<file path="config.mk">
export PLATFORM = sky130hd
export DESIGN_NAME = can_bittime_stamp
export DESIGN_NICKNAME = d
export VERILOG_FILES = /design/src/rtl/ts_pkg.sv /design/src/rtl/ts_counter.sv /design/src/rtl/ts_capture.sv /design/src/rtl/ts_sync_ctrl.sv /design/src/rtl/can_bittime_stamp.sv
export SDC_FILE = /design/constraint.sdc
export NUM_CORES = 1
export LEC_CHECK = 0
export BUFFER_PORTS_ARGS = -buffer_cell sky130_fd_sc_hd__buf_4
export CAP_MARGIN = 30
export CORE_MARGIN = 3
export CORE_UTILIZATION = 38
export DETAILED_ROUTE_END_ITERATION = 8
export GPL_TIMING_DRIVEN = 0
export MAX_ROUTING_LAYER = met4
export SLEW_MARGIN = 20
export SYNTH_ARGS = -nofsm -noshare
export SYNTH_HDL_FRONTEND = slang
export SYNTH_SLANG_ARGS = --single-unit
</file>
<file path="constraint.sdc">
create_clock -name clk -period 1.5 [get_ports clk]
set_input_delay 0.075 -clock clk [delete_from_list [all_inputs] [get_ports clk]]
set_output_delay 0.075 -clock clk [all_outputs]
set_load 0.02 [all_outputs]
</file>
<file path="src/rtl/ts_pkg.sv">
package ts_pkg;

    parameter int CNT_W = 16;
    parameter int IDX_W = 4;

    typedef logic [CNT_W-1:0] stamp_t;

    typedef struct packed {
        logic             valid;
        logic [IDX_W-1:0] idx;
    } evt_t;

    typedef struct packed {
        logic             we;
        logic [IDX_W-1:0] idx;
        stamp_t           value;
    } wr_t;

    typedef enum logic {
        SEL_COUNT = 1'b0,
        SEL_CTRL  = 1'b1
    } rd_sel_e;

    function automatic logic idx_in_range(input logic [IDX_W-1:0] idx, input int nbufs);
        return int'(idx) < nbufs;
    endfunction

    function automatic logic hits_buf0(input evt_t e);
        return e.valid && (e.idx == '0);
    endfunction

endpackage

</file>
<file path="src/rtl/ts_counter.sv">
module ts_counter
    import ts_pkg::*;
(
    input  logic   clk,
    input  logic   rst,
    input  logic   en,
    input  logic   tick,
    input  logic   clr,
    output stamp_t cnt
);

    stamp_t cnt_q, cnt_n;

    always_comb begin
        cnt_n = cnt_q;
        if (en) begin
            if (clr)
                cnt_n = '0;
            else if (tick)
                cnt_n = cnt_q + stamp_t'(1);
        end
    end

    always_ff @(posedge clk) begin
        if (rst) cnt_q <= '0;
        else     cnt_q <= cnt_n;
    end

    assign cnt = cnt_q;

    assert_step_R2: assert property (@(posedge clk) disable iff (rst)
        (en && tick && !clr && cnt_q != '1) |=> (cnt_q == $past(cnt_q) + stamp_t'(1)));

    assert_hold_R3: assert property (@(posedge clk) disable iff (rst)
        !en |=> $stable(cnt_q));

    assert_wrap_R4: assert property (@(posedge clk) disable iff (rst)
        (en && tick && !clr && cnt_q == '1) |=> (cnt_q == '0));

    assert_restart_R9: assert property (@(posedge clk) disable iff (rst)
        (en && clr) |=> (cnt_q == '0));

endmodule

</file>
<file path="src/rtl/ts_capture.sv">
module ts_capture
    import ts_pkg::*;
#(
    parameter int NUM_BUFS = 15
) (
    input  logic   clk,
    input  logic   rst,
    input  evt_t   rx_evt,
    input  evt_t   tx_evt,
    input  stamp_t cnt,
    output wr_t    wr
);

    wr_t  out_q, out_n;
    wr_t  pend_q, pend_n;
    logic rx_ok, tx_ok;
    wr_t  rx_w, tx_w;

    assign rx_ok = rx_evt.valid && idx_in_range(rx_evt.idx, NUM_BUFS);
    assign tx_ok = tx_evt.valid && idx_in_range(tx_evt.idx, NUM_BUFS);
    assign rx_w  = '{we: rx_ok, idx: rx_evt.idx, value: cnt};
    assign tx_w  = '{we: tx_ok, idx: tx_evt.idx, value: cnt};

    // One write slot per cycle: a waiting stamp goes first, then rx, then tx.
    always_comb begin
        out_n  = '0;
        pend_n = '0;
        if (pend_q.we) begin
            out_n = pend_q;
            if (rx_ok)      pend_n = rx_w;
            else if (tx_ok) pend_n = tx_w;
        end else if (rx_ok) begin
            out_n = rx_w;
            if (tx_ok) pend_n = tx_w;
        end else if (tx_ok) begin
            out_n = tx_w;
        end
    end

    always_ff @(posedge clk) begin
        if (rst) begin
            out_q  <= '0;
            pend_q <= '0;
        end else begin
            out_q  <= out_n;
            pend_q <= pend_n;
        end
    end

    assign wr = out_q;

    assert_rx_stamp_R5: assert property (@(posedge clk) disable iff (rst)
        (rx_ok && !pend_q.we) |=> (out_q.we && out_q.idx == $past(rx_evt.idx) && out_q.value == $past(cnt)));

    assert_tx_stamp_R6: assert property (@(posedge clk) disable iff (rst)
        (tx_ok && !rx_ok && !pend_q.we) |=> (out_q.we && out_q.idx == $past(tx_evt.idx) && out_q.value == $past(cnt)));

    assert_pair_next_R7: assert property (@(posedge clk) disable iff (rst)
        pend_q.we |=> (out_q.we && out_q.value == $past(pend_q.value)));

    assert_range_R8: assert property (@(posedge clk) disable iff (rst)
        out_q.we |-> (int'(out_q.idx) < NUM_BUFS));

endmodule

</file>
<file path="src/rtl/ts_sync_ctrl.sv">
module ts_sync_ctrl
    import ts_pkg::*;
(
    input  logic   clk,
    input  logic   rst,
    input  logic   en,
    input  logic   cfg_wr,
    input  logic   cfg_wdata,
    input  logic   rd_sel,
    input  evt_t   rx_evt,
    input  evt_t   tx_evt,
    input  stamp_t cnt,
    output logic   clr,
    output stamp_t rd_data
);

    logic sync_q;

    always_ff @(posedge clk) begin
        if (rst)         sync_q <= 1'b0;
        else if (cfg_wr) sync_q <= cfg_wdata;
    end

    assign clr = en && sync_q && (hits_buf0(rx_evt) || hits_buf0(tx_evt));

    always_comb begin
        unique case (rd_sel_e'(rd_sel))
            SEL_COUNT: rd_data = cnt;
            SEL_CTRL:  rd_data = stamp_t'(sync_q);
            default:   rd_data = '0;
        endcase
    end

    assert_cfg_load_R11: assert property (@(posedge clk) disable iff (rst)
        cfg_wr |=> (sync_q == $past(cfg_wdata)));

    assert_cfg_keep_R11: assert property (@(posedge clk) disable iff (rst)
        !cfg_wr |=> $stable(sync_q));

endmodule

</file>
<file path="src/rtl/can_bittime_stamp.sv">
module can_bittime_stamp
    import ts_pkg::*;
#(
    parameter int NUM_BUFS      = 15,
    parameter int WORDS_PER_BUF = 8,
    parameter int STAMP_WORD    = 7,
    localparam int OFF_W        = $clog2(WORDS_PER_BUF),
    localparam int ADDR_W       = IDX_W + OFF_W
) (
    input  logic              clk,
    input  logic              rst,
    input  logic              mod_en,
    input  logic              bit_tick,
    input  logic              rx_done,
    input  logic [IDX_W-1:0]  rx_buf,
    input  logic              tx_done,
    input  logic [IDX_W-1:0]  tx_buf,
    input  logic              cfg_wr,
    input  logic              cfg_sync_wdata,
    input  logic              rd_sel,
    output logic [CNT_W-1:0]  rd_data,
    output logic [CNT_W-1:0]  count,
    output logic              stamp_we,
    output logic [ADDR_W-1:0] stamp_addr,
    output logic [CNT_W-1:0]  stamp_data
);

    evt_t   rx_evt, tx_evt;
    stamp_t cnt;
    logic   clr;
    wr_t    wr;

    assign rx_evt = '{valid: rx_done, idx: rx_buf};
    assign tx_evt = '{valid: tx_done, idx: tx_buf};

    ts_sync_ctrl u_ctrl (
        .clk       (clk),
        .rst       (rst),
        .en        (mod_en),
        .cfg_wr    (cfg_wr),
        .cfg_wdata (cfg_sync_wdata),
        .rd_sel    (rd_sel),
        .rx_evt    (rx_evt),
        .tx_evt    (tx_evt),
        .cnt       (cnt),
        .clr       (clr),
        .rd_data   (rd_data)
    );

    ts_counter u_cnt (
        .clk  (clk),
        .rst  (rst),
        .en   (mod_en),
        .tick (bit_tick),
        .clr  (clr),
        .cnt  (cnt)
    );

    ts_capture #(.NUM_BUFS(NUM_BUFS)) u_cap (
        .clk    (clk),
        .rst    (rst),
        .rx_evt (rx_evt),
        .tx_evt (tx_evt),
        .cnt    (cnt),
        .wr     (wr)
    );

    assign count      = cnt;
    assign stamp_we   = wr.we;
    assign stamp_addr = {wr.idx, OFF_W'(STAMP_WORD)};
    assign stamp_data = wr.value;

    assert_reset_quiet_R1: assert property (@(posedge clk)
        rst |=> (!stamp_we && count == '0));

endmodule

</file>
# Word level (Yosys, flattened, before mapping)
# Cells that the tools add are included.
classes:
  n_reduce_logical: 11
  n_mux: 8
  bitwise_logic: 1
  n_lt_le_gt_ge: 2
  n_addsub: 1
op_table:
  columns: ["cell", "n"]
  rows:
  - ["$mux W21", 5]
  - ["$mux W16", 2]
  - ["$pmux W16 S2", 1]
  - ["$add A16 B1 Y16 const B", 1]
  - ["$logic_not A4 Y1", 2]
  - ["$lt A4 B4 Y1 const B", 2]
  - ["$logic_and A1 B1 Y1", 6]
  - ["$reduce_and A2 Y1", 1]
  - ["$reduce_bool A2 Y1", 1]
  - ["$logic_or A1 B1 Y1", 1]
  - ["$not A1 Y1", 1]
word_totals:
  output_inout_bits: 56
  regBits: 59
  elab_cells: 31

# Logic depth before layout (Yosys ltp)
depth:
  ltp_word: 6
  depth_mapped: 7
  depth_no_buf: 5

# Modules after synthesis
# A second synthesis with hierarchy kept.
unflattened:
  hier_cells: 280
  hier_area_um2: 2533.7
modules_own_cells:
  columns: ["mod", "cells_each", "n_inst", "area_each_um2", "seq_area_each_um2"]
  rows:
  - ["ts_capture", 161, 1, 1561.5, 840.8]
  - ["ts_counter", 90, 1, 760.7, 320.3]
  - ["ts_sync_ctrl", 25, 1, 185.2, 20.0]
  - ["can_bittime_stamp", 4, 1, 26.3, 0.0]

# Worst setup path before layout
# No wires, ideal clock.
synth_timing:
  path_type: "flip-flop to flip-flop"
  from: "register u_cnt.cnt_q[7] (netlist: u_cnt.cnt[7])"
  to: "register u_cnt.cnt_q[15] (netlist: u_cnt.cnt[15])"
  t_arrival_ps: 1561
  t_required_ps: 1430
  path_buffers: 1
  path_slack_ps: -131
  setup_ps: 70
  stages_incl_launch_ff: 6
  period_less_slack_ps: 1631
  cell_sequence: "dfxtp_1 buf_2 and4_1 nand3_4 or4_1 a21oi_1"
synth_between:
  elab_chain_cells: 3
synth_rtl:
  columns: ["item", "line_no", "rtl"]
  rows:
  - ["from (decl)", "ts_counter.sv:12", "stamp_t cnt_q, cnt_n;"]
  - ["from (signal assigned)", "ts_counter.sv:26", "else cnt_q <= cnt_n;"]
  - ["$add A16 B1 Y16", "ts_counter.sv:20", "cnt_n = cnt_q + stamp_t'(1);"]
  - ["$mux W16", "ts_counter.sv:19", "else if (tick)"]
  - ["$mux W16", "ts_counter.sv:17", "if (clr)"]
# Every way passes these cells. The select of a mux whose other input is x is not followed.
# A chain may end at the register's enable or synchronous reset.

# Worst setup path in the final report
layout_timing:
  from: "register u_ctrl.sync_q"
  to: "register u_cnt.cnt_q[6] (netlist: u_cnt.cnt[6])"
layout_between:
  elab_chain_cells: 4
  word_cells_on_any_way: 5
  cone_classes: "mux (1); reduce/logical (4)"
layout_rtl:
  columns: ["item", "line_no", "rtl"]
  rows:
  - ["from (decl)", "ts_sync_ctrl.sv:17", "logic sync_q;"]
  - ["from (signal assigned)", "ts_sync_ctrl.sv:21", "else if (cfg_wr) sync_q <= cfg_wdata;"]
  - ["$logic_and A1 B1 Y1 * (2 in a row)", "ts_sync_ctrl.sv:24", "assign clr = en && sync_q && (hits_buf0(rx_evt) || hits_buf0(tx_evt));"]
  - ["$reduce_bool A2 Y1 (no line)", null, null]
  - ["$reduce_and A2 Y1 (no line)", null, null]
# Mark *: on every way between the ends. The rest lies on a longest branch, timed or not.

==> summary.md <==
| Metric | Value |
|---|---|
| Routed Wire Length | `5985 um` |
| Fraction of layout cells with a size suffix above 1 | `42.32%` |
| Worst hold slack after final layout | `0.05727 ns` |
| Final critical-path required period | `1.404 ns` |
| Deepest clock path buffer count | `2` |
| Number of failing hold endpoints at the final stage | `0` |
| Worst Clk Skew | `0.008165 ns` |
| Power Dens Cells | `944.5 mW/mm2` |
| Launching point of the worst reg2reg path | `u_ctrl.sync_q` |
| Slew at the pin closest to its max-slew limit | `0.6822 ns` |
| Post-synthesis sequential area ratio | `48.11%` |
| Total number of cells along the worst setup path | `6` |
| Most common flop cell mapped by yosys | `sky130_fd_sc_hd__dfxtp_1` |
| Drt pass-1 iters | `4` |
| Leakage Power | `1.423 nW` |
| Maximum number of pins on one net before global-route repair | `11` |
| GP Congestion | `0.8678` |
| Starting utilization of the core area | `40.27%` |
| Critical path cell sequence | `nand4b_1 -> nor4_1 -> or3_1 -> clkbuf_2 -> buf_4 -> nor2_1` |
| Std-Cell Rows | `28` |
| Post-synthesis async set-or-reset flop share | `0%` |
| Number of standard cells after synthesis | `244` |
| Worst hold-check path type | `in -> reg` |
| Start-to-end type of the worst setup path | `reg -> reg` |
| Required time of the critical path | `1.76 ns` |
| Critical Path Source Type | `register` |
| CTS buffer count | `9` |
| Boundary Pins | `73` |
| Maximum Capacitance Violations | `0` |
| Worst IR Drop VDD | `0.0007326 V` |
| Most repeated cell in the gate-level netlist after synthesis | `sky130_fd_sc_hd__dfxtp_1` |
| Slowest library cell on the worst path | `sky130_fd_sc_hd__or3_1` |
| Crit path max-delay family | `simple AND/OR/NAND/NOR gates` |
| ANT cells | `0` |
| Routed WL per cell | `14.25 um` |
| Max incr delay on CP | `0.35 ns` |
| Number of antenna violations at the first check in global routing | `0` |
| Leading cell types by count after synthesis | `sky130_fd_sc_hd__dfxtp_1, sky130_fd_sc_hd__a22o_1, sky130_fd_sc_hd__nor2_1, sky130_fd_sc_hd__nor2b_1, sky130_fd_sc_hd__nand4_1` |
| Peak fanout along the critical path | `10` |
| Largest area contributor in the synthesized netlist | `sky130_fd_sc_hd__dfxtp_1` |
| Post-DR vias/cell | `5.043` |
| Relative slew slack | `54.52%` |
| Global-route total usage across every layer | `16.85%` |
| Run status | `complete, no violations` |
| CP Capture Type | `register` |
| Count of unresolved DRC violations after routing | `0` |
| Number of buffers and inverters on the critical path | `2` |
| Worst reg-to-reg path cell count | `6` |
| Max Slew Vio Count | `0` |
| Synthesized area per cell | `10.06 um2` |
| Main combinational cell family by area after synthesis | `simple AND/OR/NAND/NOR gates` |
| Die Span Y | `86.38 um` |
| Area fraction of the dominant cell type after synthesis | `48.11%` |
| Flop-to-flop setup slack | `0.1 ns` |
| Net count, final | `358` |
| Total Neg Setup Slack | `0 ns` |
| Number of global-route vias before repair | `1947` |
| Global-route wire length before repair | `9397 um` |
| Capturing instance or port of the critical path | `u_cnt.cnt[6]` |
| Area of all placed cells without fillers | `0.003452 mm2` |
| HPWL after detailed placement | `4089 um` |
| Core ar. | `0.006096 mm2` |
| Max Clock Freq | `0.7123 GHz` |
| Gr ovfl total | `0` |
| Detailed router's first-iteration violation count | `107` |
| Area growth from synthesis to layout | `40.62%` |
| Total power after layout | `0.003260 W` |
| Portion of netlist area occupied by mux cells | `2.141%` |
| Reg-to-Reg End | `u_cnt.cnt[6]` |
| Setup-violating endpoint count in the final report | `0` |
| Area of the die | `0.007461 mm2` |
| Floorplan die width | `86.38 um` |
| Number of clock sinks | `59` |
| Clock edge transition at the registers on the reported setup and hold paths | `0.06 ns` |
| Fill cells | `572` |
| Flop and latch count out of synthesis | `59` |
| EDFF count, synth | `0` |
| Biggest area contributors in the synthesized netlist | `sky130_fd_sc_hd__dfxtp_1, sky130_fd_sc_hd__a22o_1, sky130_fd_sc_hd__nor3b_2` |
| Post-synthesis cell type count | `45` |
| Synth Area in XOR/XNOR | `3.925%` |
| Cell Area, Synth | `0.002455 mm2` |
| Arrival time of data at the critical path endpoint | `1.66 ns` |
| Clock Latency Late Sink | `0.34 ns` |
| Count of antenna-violating nets left after detailed routing | `0` |
| H-tree Lvls | `3` |
| Root buffer cell | `sky130_fd_sc_hd__clkbuf_8` |
| Post-Synth Adder-Cell Area | `0.9684%` |
| Post-synthesis share of cell area spent on and, or, nand and nor gates | `27.27%` |
| CTS tree | `built` |
| Cell Area, Placed | `0.003077 mm2` |
| Period utilization | `93.59%` |
| Count of synthesis-stage warnings from yosys | `0` |
| Crit path launch | `u_ctrl.sync_q` |
| Buffers added on ports | `67` |
| Overall via count from detail_route | `2118` |
| Share of the synthesized area in compound gates (AO/OA/AOI/OAI) | `12.44%` |
==> worst min-delay path, cell delays in order <==
cell	delay (ns)
sky130_fd_sc_hd__buf_4	0.12
sky130_fd_sc_hd__nand4_1	0.07
sky130_fd_sc_hd__a31oi_1	0.07
==> per-stage QoR <==
stage	util, %	instances	worst slack (ns)
after detailed placement	50.47	388	-0.2677
final	56.63	420	0.09618
after CTS	53.90	404	0.009753
after global routing	56.63	420	-0.007616
after global placement	50.47	388	-0.2462
after floorplan	-	246	-0.03201
==> flip-flops by register name (all words and copies together) (netlist names) <==
| signal | flops |
|---|---|
| u_cap.pend_q | 21 |
| u_cap.wr | 21 |
| u_cnt.cnt | 16 |
| u_ctrl.sync_q | 1 |
==> layout make-up <==
type,count,area [um2],area share (%)
Clock inverter,5,53.80,1.559
Inverter,2,7.507,0.2175
Multi-Input combinational cell,164,1184,34.29
Timing Repair Buffer,87,658.1,19.06
Tap cell,75,93.84,2.718
Sequential cell,59,1219,35.30
Buffer,17,105.1,3.045
Clock buffer,11,131.4,3.806
==> where the power goes <==
group	switching [W]	internal [W]	total (W)
registers	0.0000118	0.00157	0.00159
logic	0.000191	0.000123	0.000314
clock network	0.000598	0.000761	0.00136
==> cell usage in the layout (no fill, tap or decap), drive strengths merged, types with 2 or more instances in the layout <==
master / instances
a211oi: 3
clkbuf: 16
buf: 97
nand2: 12
nand4: 14
a22o: 17
a21oi: 6
a31oi: 4
xor2: 7
nor2b: 15
conb: 3
nor2: 17
nand4b: 2
inv: 2
and4: 3
dlygate4sd3: 2
nor3: 3
or3: 2
o22ai: 2
xnor2: 4
nor4: 3
nor3b: 16
mux2i: 3
mux2: 2
o31ai: 3
or4: 3
dfxtp: 59
clkinv: 4
nand3: 9
and3: 2
and2: 2
==> how the worst min path moves through the flow <==
stage / startpoint / end / slack, ns / cells after the start
finish: rx_buf[3] / u_cap.pend_q[19] / 0.06 / 3
global route: rx_buf[3] / u_cap.pend_q[19] / 0.06 / 3
CTS: rx_buf[3] / u_cap.pend_q[19] / 0.05 / 3
detailed placement: cfg_sync_wdata / u_ctrl.sync_q / 0.33 / 3
global placement: cfg_sync_wdata / u_ctrl.sync_q / 0.31 / 3
floorplan: cfg_sync_wdata / u_ctrl.sync_q / 0.22 / 2
==> logic make-up after synthesis <==
| group | count (synthesis) |
|---|---|
| muxes | 5 |
| buffers and inverters | 23 |
| AOI/OAI and AO/OA | 39 |
| other | 1 |
| xor gates and xnor gates | 11 |
| DFF | 59 |
| adders and majority gates | 2 |
| and+or+nand+nor | 104 |
==> timing repair <==
action	CTS	global route
endpoints found under the setup margin	22	18
endpoints found under the hold margin	1	0
gates resized for setup	5	19
pin swaps	1	6
hold buffers	2	0
buffers inserted	0	18
==> routing by layer <==
layer,GRT usage [%],vias to the layer above,wire (um)
li1,-,1071,-
met4,5.099,0,62
met5,-,-,0
met1,19.91,986,2619
met3,5.703,8,328
met2,27.19,53,2974
No activity file was read; power rests on OpenSTA's default activity.
